[config.mk]
export PLATFORM = sky130hd
export DESIGN_NAME = remap_gcmd_unit
export DESIGN_NICKNAME = d
export VERILOG_FILES = /design/src/rtl/remap_gcmd_pkg.sv /design/src/rtl/remap_gcmd_ctrl.sv /design/src/rtl/remap_gcmd_dp.sv /design/src/rtl/remap_gcmd_unit.sv
export SDC_FILE = /design/constraint.sdc
export NUM_CORES = 1
export LEC_CHECK = 0
export ABC_CLOCK_PERIOD_IN_PS = 1900
export BUFFER_PORTS_ARGS = -buffer_cell sky130_fd_sc_hd__buf_2
export CAP_MARGIN = 20
export CORE_AREA = 2 2 155 157
export CTS_BUF_LIST = sky130_fd_sc_hd__clkbuf_4
export CTS_CLUSTER_SIZE = 14
export DETAILED_ROUTE_END_ITERATION = 8
export DIE_AREA = 0 0 157 159
export GPL_TIMING_DRIVEN = 0
export PLACE_DENSITY = 0.69
export SYNTH_ARGS = -nofsm -noshare
export SYNTH_HDL_FRONTEND = slang
export SYNTH_SLANG_ARGS = --single-unit
[constraint.sdc]
create_clock -name clk -period 1.9 [get_ports clk]
set_clock_uncertainty 0.05 [all_clocks]
set_input_delay 0.19 -clock clk [delete_from_list [all_inputs] [get_ports clk]]
set_output_delay 0.19 -clock clk [all_outputs]
set_load 0.01 [all_outputs]
[src/rtl/remap_gcmd_pkg.sv]
package remap_gcmd_pkg;
  localparam int REG_W = 32;

  // Command and status bit positions (shared by software and hardware)
  localparam int POS_COMPAT = 23;
  localparam int POS_IRT    = 24;
  localparam int POS_INTR   = 25;
  localparam int POS_QINV   = 26;
  localparam int POS_FLUSH  = 27;
  localparam int POS_ROOT   = 30;
  localparam int POS_XLATE  = 31;

  // Level channel indices
  localparam int NUM_LVL  = 3;
  localparam int LV_XLATE = 0;
  localparam int LV_INTR  = 1;
  localparam int LV_QINV  = 2;

  // One-shot channel indices; pointer channels come first
  localparam int NUM_OP   = 3;
  localparam int NUM_PTR  = 2;
  localparam int OP_ROOT  = 0;
  localparam int OP_IRT   = 1;
  localparam int OP_FLUSH = 2;

  typedef struct packed {
    logic [NUM_LVL-1:0] lvlStart;
    logic [NUM_PTR-1:0] ptrStart;
    logic [NUM_PTR-1:0] ptrDone;
    logic               compatLoad;
  } strobe_t;
endpackage

[src/rtl/remap_gcmd_ctrl.sv]
module remap_gcmd_ctrl
  import remap_gcmd_pkg::*;
(
  input  logic               clk,
  input  logic               rstN,
  input  logic               cmdWrEn,
  input  logic [NUM_LVL-1:0] cmdLvl,
  input  logic [NUM_OP-1:0]  cmdOp,
  input  logic [NUM_LVL-1:0] lvlCap,
  input  logic [NUM_OP-1:0]  opCap,
  input  logic               compatCap,
  input  logic [NUM_LVL-1:0] lvlTarget,
  input  logic [NUM_LVL-1:0] lvlAck,
  input  logic [NUM_OP-1:0]  opAck,
  output strobe_t            stb,
  output logic [NUM_LVL-1:0] lvlPend,
  output logic [NUM_LVL-1:0] lvlState,
  output logic [NUM_OP-1:0]  opPend,
  output logic [NUM_PTR-1:0] ptrReady
);
  logic [NUM_LVL-1:0] lvlStartV;
  logic [NUM_LVL-1:0] lvlDoneV;
  logic [NUM_OP-1:0]  opStartV;
  logic [NUM_OP-1:0]  opDoneV;

  // Level channels: a request starts only on a change of wanted state
  for (genvar g = 0; g < NUM_LVL; g++) begin : g_lvl
    assign lvlStartV[g] = cmdWrEn & lvlCap[g] & ~lvlPend[g] & (cmdLvl[g] ^ lvlState[g]);
    assign lvlDoneV[g]  = lvlPend[g] & lvlAck[g];

    always_ff @(posedge clk or negedge rstN) begin
      if (!rstN) begin
        lvlPend[g]  <= 1'b0;
        lvlState[g] <= 1'b0;
      end else if (lvlStartV[g]) begin
        lvlPend[g] <= 1'b1;
      end else if (lvlDoneV[g]) begin
        lvlPend[g]  <= 1'b0;
        lvlState[g] <= lvlTarget[g];
      end
    end
  end

  // One-shot channels: a set command bit starts, a repeat while busy is dropped
  for (genvar g = 0; g < NUM_OP; g++) begin : g_op
    assign opStartV[g] = cmdWrEn & opCap[g] & cmdOp[g] & ~opPend[g];
    assign opDoneV[g]  = opPend[g] & opAck[g];

    always_ff @(posedge clk or negedge rstN) begin
      if (!rstN)            opPend[g] <= 1'b0;
      else if (opStartV[g]) opPend[g] <= 1'b1;
      else if (opDoneV[g])  opPend[g] <= 1'b0;
    end
  end

  // Pointer channels report ready with the opposite sense to busy
  for (genvar g = 0; g < NUM_PTR; g++) begin : g_rdy
    always_ff @(posedge clk or negedge rstN) begin
      if (!rstN)            ptrReady[g] <= 1'b0;
      else if (opStartV[g]) ptrReady[g] <= 1'b0;
      else if (opDoneV[g])  ptrReady[g] <= 1'b1;
    end
  end

  assign stb.lvlStart   = lvlStartV;
  assign stb.ptrStart   = opStartV[NUM_PTR-1:0];
  assign stb.ptrDone    = opDoneV[NUM_PTR-1:0];
  assign stb.compatLoad = cmdWrEn & compatCap;
endmodule

[src/rtl/remap_gcmd_dp.sv]
module remap_gcmd_dp
  import remap_gcmd_pkg::*;
#(
  parameter int PTR_W = 52
) (
  input  logic                           clk,
  input  logic                           rstN,
  input  strobe_t                        stb,
  input  logic [NUM_LVL-1:0]             cmdLvl,
  input  logic                           cmdCompat,
  input  logic [NUM_PTR-1:0][PTR_W-1:0]  ptrIn,
  output logic [NUM_LVL-1:0]             lvlTarget,
  output logic                           compatSel,
  output logic [NUM_PTR-1:0][PTR_W-1:0]  ptrPend,
  output logic [NUM_PTR-1:0][PTR_W-1:0]  ptrLive
);
  for (genvar g = 0; g < NUM_LVL; g++) begin : g_tgt
    always_ff @(posedge clk or negedge rstN) begin
      if (!rstN)                lvlTarget[g] <= 1'b0;
      else if (stb.lvlStart[g]) lvlTarget[g] <= cmdLvl[g];
    end
  end

  for (genvar g = 0; g < NUM_PTR; g++) begin : g_ptr
    always_ff @(posedge clk or negedge rstN) begin
      if (!rstN) begin
        ptrPend[g] <= '0;
        ptrLive[g] <= '0;
      end else begin
        if (stb.ptrStart[g]) ptrPend[g] <= ptrIn[g];
        if (stb.ptrDone[g])  ptrLive[g] <= ptrPend[g];
      end
    end
  end

  always_ff @(posedge clk or negedge rstN) begin
    if (!rstN)               compatSel <= 1'b0;
    else if (stb.compatLoad) compatSel <= cmdCompat;
  end
endmodule

[src/rtl/remap_gcmd_unit.sv]
module remap_gcmd_unit
  import remap_gcmd_pkg::*;
#(
  parameter int PTR_W = 52
) (
  input  logic              clk,
  input  logic              rstN,
  input  logic              cmdWrEn,
  input  logic [REG_W-1:0]  cmdWrData,
  output logic [REG_W-1:0]  statusRdData,
  input  logic              capFlush,
  input  logic              capIntr,
  input  logic              capQinv,
  input  logic              extIntMode,
  input  logic [PTR_W-1:0]  rootAddrIn,
  input  logic [PTR_W-1:0]  irtAddrIn,
  output logic              rtpReq,
  input  logic              rtpAck,
  output logic [PTR_W-1:0]  reqRootPtr,
  output logic              irtpReq,
  input  logic              irtpAck,
  output logic [PTR_W-1:0]  reqIrtPtr,
  output logic              wbfReq,
  input  logic              wbfAck,
  output logic              teReq,
  output logic              teTarget,
  input  logic              teAck,
  output logic              ireReq,
  output logic              ireTarget,
  input  logic              ireAck,
  output logic              qieReq,
  output logic              qieTarget,
  input  logic              qieAck,
  output logic              dmaRemapEn,
  output logic              intRemapEn,
  output logic              qInvEn,
  output logic              compatBypass,
  output logic [PTR_W-1:0]  rootPtr,
  output logic [PTR_W-1:0]  irtPtr
);
  logic [NUM_LVL-1:0] cmdLvl, lvlCap, lvlTarget, lvlAck, lvlPend, lvlState;
  logic [NUM_OP-1:0]  cmdOp, opCap, opAck, opPend;
  logic [NUM_PTR-1:0] ptrReady;
  logic [NUM_PTR-1:0][PTR_W-1:0] ptrIn, ptrPend, ptrLive;
  logic    compatSel;
  logic    unusedCmdBits;
  strobe_t stb;

  // Field decode
  assign cmdLvl[LV_XLATE] = cmdWrData[POS_XLATE];
  assign cmdLvl[LV_INTR]  = cmdWrData[POS_INTR];
  assign cmdLvl[LV_QINV]  = cmdWrData[POS_QINV];
  assign cmdOp[OP_ROOT]   = cmdWrData[POS_ROOT];
  assign cmdOp[OP_IRT]    = cmdWrData[POS_IRT];
  assign cmdOp[OP_FLUSH]  = cmdWrData[POS_FLUSH];
  assign unusedCmdBits    = ^{cmdWrData[POS_COMPAT-1:0], cmdWrData[POS_ROOT-1:POS_FLUSH+1]};

  // Capability gating
  assign lvlCap[LV_XLATE] = 1'b1;
  assign lvlCap[LV_INTR]  = capIntr;
  assign lvlCap[LV_QINV]  = capQinv;
  assign opCap[OP_ROOT]   = 1'b1;
  assign opCap[OP_IRT]    = capIntr;
  assign opCap[OP_FLUSH]  = capFlush;

  assign lvlAck = {qieAck, ireAck, teAck};
  assign opAck  = {wbfAck, irtpAck, rtpAck};
  assign ptrIn[OP_ROOT] = rootAddrIn;
  assign ptrIn[OP_IRT]  = irtAddrIn;

  remap_gcmd_ctrl u_ctrl (
    .clk(clk), .rstN(rstN), .cmdWrEn(cmdWrEn), .cmdLvl(cmdLvl), .cmdOp(cmdOp),
    .lvlCap(lvlCap), .opCap(opCap), .compatCap(capIntr), .lvlTarget(lvlTarget),
    .lvlAck(lvlAck), .opAck(opAck), .stb(stb), .lvlPend(lvlPend),
    .lvlState(lvlState), .opPend(opPend), .ptrReady(ptrReady)
  );

  remap_gcmd_dp #(.PTR_W(PTR_W)) u_dp (
    .clk(clk), .rstN(rstN), .stb(stb), .cmdLvl(cmdLvl),
    .cmdCompat(cmdWrData[POS_COMPAT]), .ptrIn(ptrIn), .lvlTarget(lvlTarget),
    .compatSel(compatSel), .ptrPend(ptrPend), .ptrLive(ptrLive)
  );

  // Status assembly
  always_comb begin
    statusRdData             = '0;
    statusRdData[POS_XLATE]  = lvlState[LV_XLATE];
    statusRdData[POS_INTR]   = lvlState[LV_INTR] & capIntr;
    statusRdData[POS_QINV]   = lvlState[LV_QINV] & capQinv;
    statusRdData[POS_ROOT]   = ptrReady[OP_ROOT];
    statusRdData[POS_IRT]    = ptrReady[OP_IRT] & capIntr;
    statusRdData[POS_FLUSH]  = opPend[OP_FLUSH] & capFlush;
    statusRdData[POS_COMPAT] = compatSel & lvlState[LV_INTR] & capIntr & ~extIntMode;
  end

  assign rtpReq       = opPend[OP_ROOT];
  assign irtpReq      = opPend[OP_IRT];
  assign wbfReq       = opPend[OP_FLUSH];
  assign reqRootPtr   = ptrPend[OP_ROOT];
  assign reqIrtPtr    = ptrPend[OP_IRT];
  assign rootPtr      = ptrLive[OP_ROOT];
  assign irtPtr       = ptrLive[OP_IRT];
  assign teReq        = lvlPend[LV_XLATE];
  assign ireReq       = lvlPend[LV_INTR];
  assign qieReq       = lvlPend[LV_QINV];
  assign teTarget     = lvlTarget[LV_XLATE];
  assign ireTarget    = lvlTarget[LV_INTR];
  assign qieTarget    = lvlTarget[LV_QINV];
  assign dmaRemapEn   = statusRdData[POS_XLATE];
  assign intRemapEn   = statusRdData[POS_INTR];
  assign qInvEn       = statusRdData[POS_QINV];
  assign compatBypass = statusRdData[POS_COMPAT];
endmodule

== Word level (Yosys, flattened, before mapping) ==
Cells that the tools add are included.

* Multiplexer cells: 16
* Bitwise gates (word level): 41
* Reductions and logical operators: 9

{| class="wikitable"
|+ Operators by type and width
! kind !! count
|-
| 1-bit AND || 28
|-
| 1-bit two-way mux || 16
|-
| 2-bit nonzero test || 6
|-
| 1-bit inverter || 10
|-
| 2-bit AND reduction || 3
|-
| 1-bit bitwise XOR || 3
|}

* Register bits: 223
* Output and inout bits: 253
* Word-level logic and storage cells: 85

== Depth between registers and ports, before layout ==
* Word-level depth: 5
* Depth in mapped cells: 5

== Cells and area by module ==
From an unflattened synthesis, not the netlist that was laid out.

* Cells, all modules: 533
* Area, all modules: 9,684.3 um^2

{| class="wikitable"
|+ Modules (own cells, without submodules)
! module !! instances !! cells each !! area an instance (um^2)
|-
| remap_gcmd_dp || 1 || 448 || 8,888.5
|-
| remap_gcmd_ctrl || 1 || 49 || 533.0
|-
| remap_gcmd_unit || 1 || 36 || 262.8
|}

== Worst setup path before layout ==
Ideal clock, no wire load.

* Kind: flip-flop to flip-flop
* Start point: register u_ctrl.opPend[0]
* End point: register u_dp.ptrPend[10] (netlist bit)
* Library setup time: 0.125 ns
* Arrival time: 1.225 ns
* Data required time: 1.725 ns
* Path slack: 0.500 ns
* Cell stages (with the launch flop): 5
* Buffers on the path: 1
* Cells stage by stage: dfrtp_1 -> inv_1 -> nand3_1 -> buf_2 -> mux2_2

* Longest elaborated chain between the ends: 2

{| class="wikitable"
|+ RTL lines
! element !! line !! RTL
|-
| start, declared || remap_gcmd_ctrl.sv:18 || <nowiki>output logic [NUM_OP-1:0] opPend,</nowiki>
|-
| start signal, assigned by index || remap_gcmd_ctrl.sv:50 || <nowiki>if (!rstN) opPend[g] <= 1'b0;</nowiki>
|-
| start signal, assigned by index || remap_gcmd_ctrl.sv:51 || <nowiki>else if (opStartV[g]) opPend[g] <= 1'b1;</nowiki>
|-
| start signal, assigned by index || remap_gcmd_ctrl.sv:52 || <nowiki>else if (opDoneV[g]) opPend[g] <= 1'b0;</nowiki>
|-
| 1-bit inverter || remap_gcmd_ctrl.sv:46 || <nowiki>assign opStartV[g] = cmdWrEn & opCap[g] & cmdOp[g] & ~opPend[g];</nowiki>
|-
| 1-bit AND || remap_gcmd_ctrl.sv:46 ||
|-
| end signal, assigned by index || remap_gcmd_dp.sv:30 || <nowiki>if (stb.ptrStart[g]) ptrPend[g] <= ptrIn[g];</nowiki>
|-
| end, declared || remap_gcmd_dp.sv:14 || <nowiki>output logic [NUM_PTR-1:0][PTR_W-1:0] ptrPend,</nowiki>
|}

Every way passes these cells.
A chain may end at the register's enable or synchronous reset.

== Final worst setup path ==
* Start point: register u_ctrl.lvlState[1]
* End point: output statusRdData[25]

* Longest elaborated chain between the ends: 1

{| class="wikitable"
|+ RTL lines
! element !! line !! RTL
|-
| start, declared || remap_gcmd_ctrl.sv:17 || <nowiki>output logic [NUM_LVL-1:0] lvlState,</nowiki>
|-
| start signal, assigned by index || remap_gcmd_ctrl.sv:39 || <nowiki>lvlState[g] <= lvlTarget[g];</nowiki>
|-
| 1-bit AND || remap_gcmd_unit.sv:88 || <nowiki>statusRdData[POS_INTR] = lvlState[LV_INTR] & capIntr;</nowiki>
|-
| end, declared || remap_gcmd_unit.sv:10 || <nowiki>output logic [REG_W-1:0] statusRdData,</nowiki>
|}

Every way passes these cells.

==> flow_summary.toml <==
[synth]
synth_seq_cells = 223
yosysUniqueCellTypes = 26
synth.yosys.seq_area_share = 0.629
ys_warn_count = 0
syn_area_per_cell_um2 = 16.5
synth_area_um2 = 8870
synth_cells = 538

[setup_path]
crit_path_start_kind = "register"
r2r_start = "u_ctrl.opPend[0]"
cp_data_required_time_ns = 1.66
r2r_slack_ns = 0.16
worstPathArrival_ns = 1.53
r2r-end = "u_dp.ptrPend[40]"
endpoint_kind = "output port"
worst-setup-path-type = "reg -> out"
crit_fanout = 2
ff2ff_path_depth = 4

[clock_network]
worstSkewPairLatency_ns = 0.65
ctsRootBufferMaster = "clkbuf_4"
cts_sinks = 223
numCtsBuffers = 60
path_clk_slew_ns = 0.06
cts_max_path_buffers = 3
cts_tree = "yes"
htree_levels = 2

[routing]
routed_wl_um = 23800
viasPerCell = 4.47
wire_per_inst_um = 16.2
dr_total_vias = 6555
firstDrtPassIters = 4
route.detailed.drc = 0
ant_nets = 0
drt_iter0_drc = 190

[timing]
period_needed_ns = 1.77
max_freq_ghz = 0.566
fin_crit_sh = 0.929
finalHoldViolCount = 0
slew_violations = 0
whs_ns = 0.117
setup_viol = 0
setup_tns_ns = 0
rsz0062_at_grt = "no"
tightest_slew_ns = 0.831
relSlewSlack = 0.446

[die]
die_height_um = 159
dieArea_um2 = 25000
rows = 56
core_area_um2 = 23200
initial_core_util = 0.382
ios = 402
die_w_um = 157

[global_route]
antenna_found_initial = 0
track_usage = 0.185
grt_pass1_vias = 7130
grt_overflow_total = 0
grt_max_degree = 120
grt_pass1_wl_um = 37000

[cells_and_area]
final_cell_mix = "363 x buf_2, 223 x dfrtp_1, 163 x mux2_2"
drive_gt1_frac = 0.624
nFillCells = 1846
final_common_cell = "buf_2"
fin_nets = 1254
area_growth_pct = 48.5

[place]
gp_congestion = 0.773
numPortBuffers = 351
post-dp-hpwl_um = 15600

[status]
status = "completed"

[run]
cap_viol_max_count = 0

[power]
ir_drop_v = 0.000700
p_total_mw = 16.5
power.density_nw_per_um2 = 1260
p_leak_nw = 6.74

[hold_path]
hold_class = "in -> async"
[cell families (layout without fill, tap and decap cells)]
group,Yosys count,count (layout),share of synthesized area
DFF,223,223,0.629
muxes,214,214,0.292
buffers and inverters,55,638,0.0491
and+or+nand+nor,29,29,0.0179
AOI/OAI and AO/OA,13,13,0.00818
xor gates and xnor gates,3,3,0.00296
other,1,26,0.000423
[report_power, final]
| part | switching (mW) | internal (mW) | total, mW |
|---|---|---|---|
| logic | 2.42 | 2.84 | 5.26 |
| registers | 0.964 | 6.32 | 7.28 |
| clock network | 1.88 | 2.12 | 4.00 |
[cell usage after synthesis (all sizes together)]
cell    instances  share of area
o21ai           4         0.0023
conb            1        0.00042
nand3           4         0.0028
dfrtp         223           0.63
xor2            1        0.00099
a31oi           3         0.0021
nand2           7         0.0030
xnor2           2         0.0020
o31ai           1        0.00085
inv             3         0.0013
buf            52          0.048
and2            4         0.0028
nor2            8         0.0034
mux2          212           0.29
mux2i           2         0.0023
o22ai           1        0.00071
a21oi           4         0.0023
nand4b          2         0.0020
nand2b          3         0.0030
and3b           1        0.00099
[registers in the layout, summed over array words and instances (netlist names)]
signal and cells:
u_ctrl.opPend 3, u_dp.ptrLive 104, u_dp.ptrPend 104, u_dp.lvlTarget 3, u_ctrl.lvlPend 3, u_dp.compatSel 1, u_ctrl.lvlState 3, u_ctrl.ptrReady 2
[worst max path at each step]
stage	from	endpoint	slack [ns]	depth (start not counted)
2_1_floorplan	u_ctrl.opPend[0]	u_dp.ptrPend[10]	0.50	4
3_5_place_dp	u_ctrl.opPend[0]	u_dp.ptrPend[34]	0.07	4
6_report	u_ctrl.lvlState[1]	statusRdData[25]	0.13	4
5_1_grt	u_ctrl.lvlState[1]	statusRdData[25]	0.04	4
3_3_place_gp	rstN	u_dp.ptrLive[78]	-3.35	1
4_1_cts	u_ctrl.lvlState[1]	statusRdData[23]	0.01	4
[critical path: stages (launching register included)]
cell,delay [ns]
dfrtp_1,0.39
and2_4,0.14
buf_4,0.13
buf_4,0.12
buf_2,0.13
[layer usage]
metal	track usage	share of wire
met5	0	0
met4	0.0663	0.026
met3	0.0626	0.090
met2	0.327	0.51
met1	0.204	0.38
[through the flow]
step / setup WS [ns] / utilization / area (um^2) / instances
finish: 0.135 / 0.568 / 13200 / 1465
CTS: 0.00957 / 0.567 / 13200 / 1464
global route: 0.0353 / 0.568 / 13200 / 1464
detailed placement: 0.0698 / 0.481 / 11200 / 1233
floorplan: 0.500 / - / 8960 / 562
global placement: -3.35 / 0.479 / 11100 / 1232
[area by class of cell]
class                           count  area [um^2]  area share
Timing Repair Buffer              482         3090       0.235
Tap cell                          319          399      0.0303
Clock inverter                     13         51.3     0.00389
Buffer                             51          419      0.0318
Clock buffer                       89          668      0.0507
Antenna cell                        1         2.50    0.000190
Multi-Input combinational cell    284         2950       0.224
Inverter                            3         11.3    0.000855
Sequential cell                   223         5580       0.424
[timing repair]
item | in CTS | in global routing
setup buffers | 2 | 1
resized for setup | 1 | 3
hold buffers | 127 | 0
endpoints found under the setup margin | 1 | 6
pin swaps | 1 | 0
endpoints found under the hold margin | 223 | 0
(Power assumes the default switching activity.)
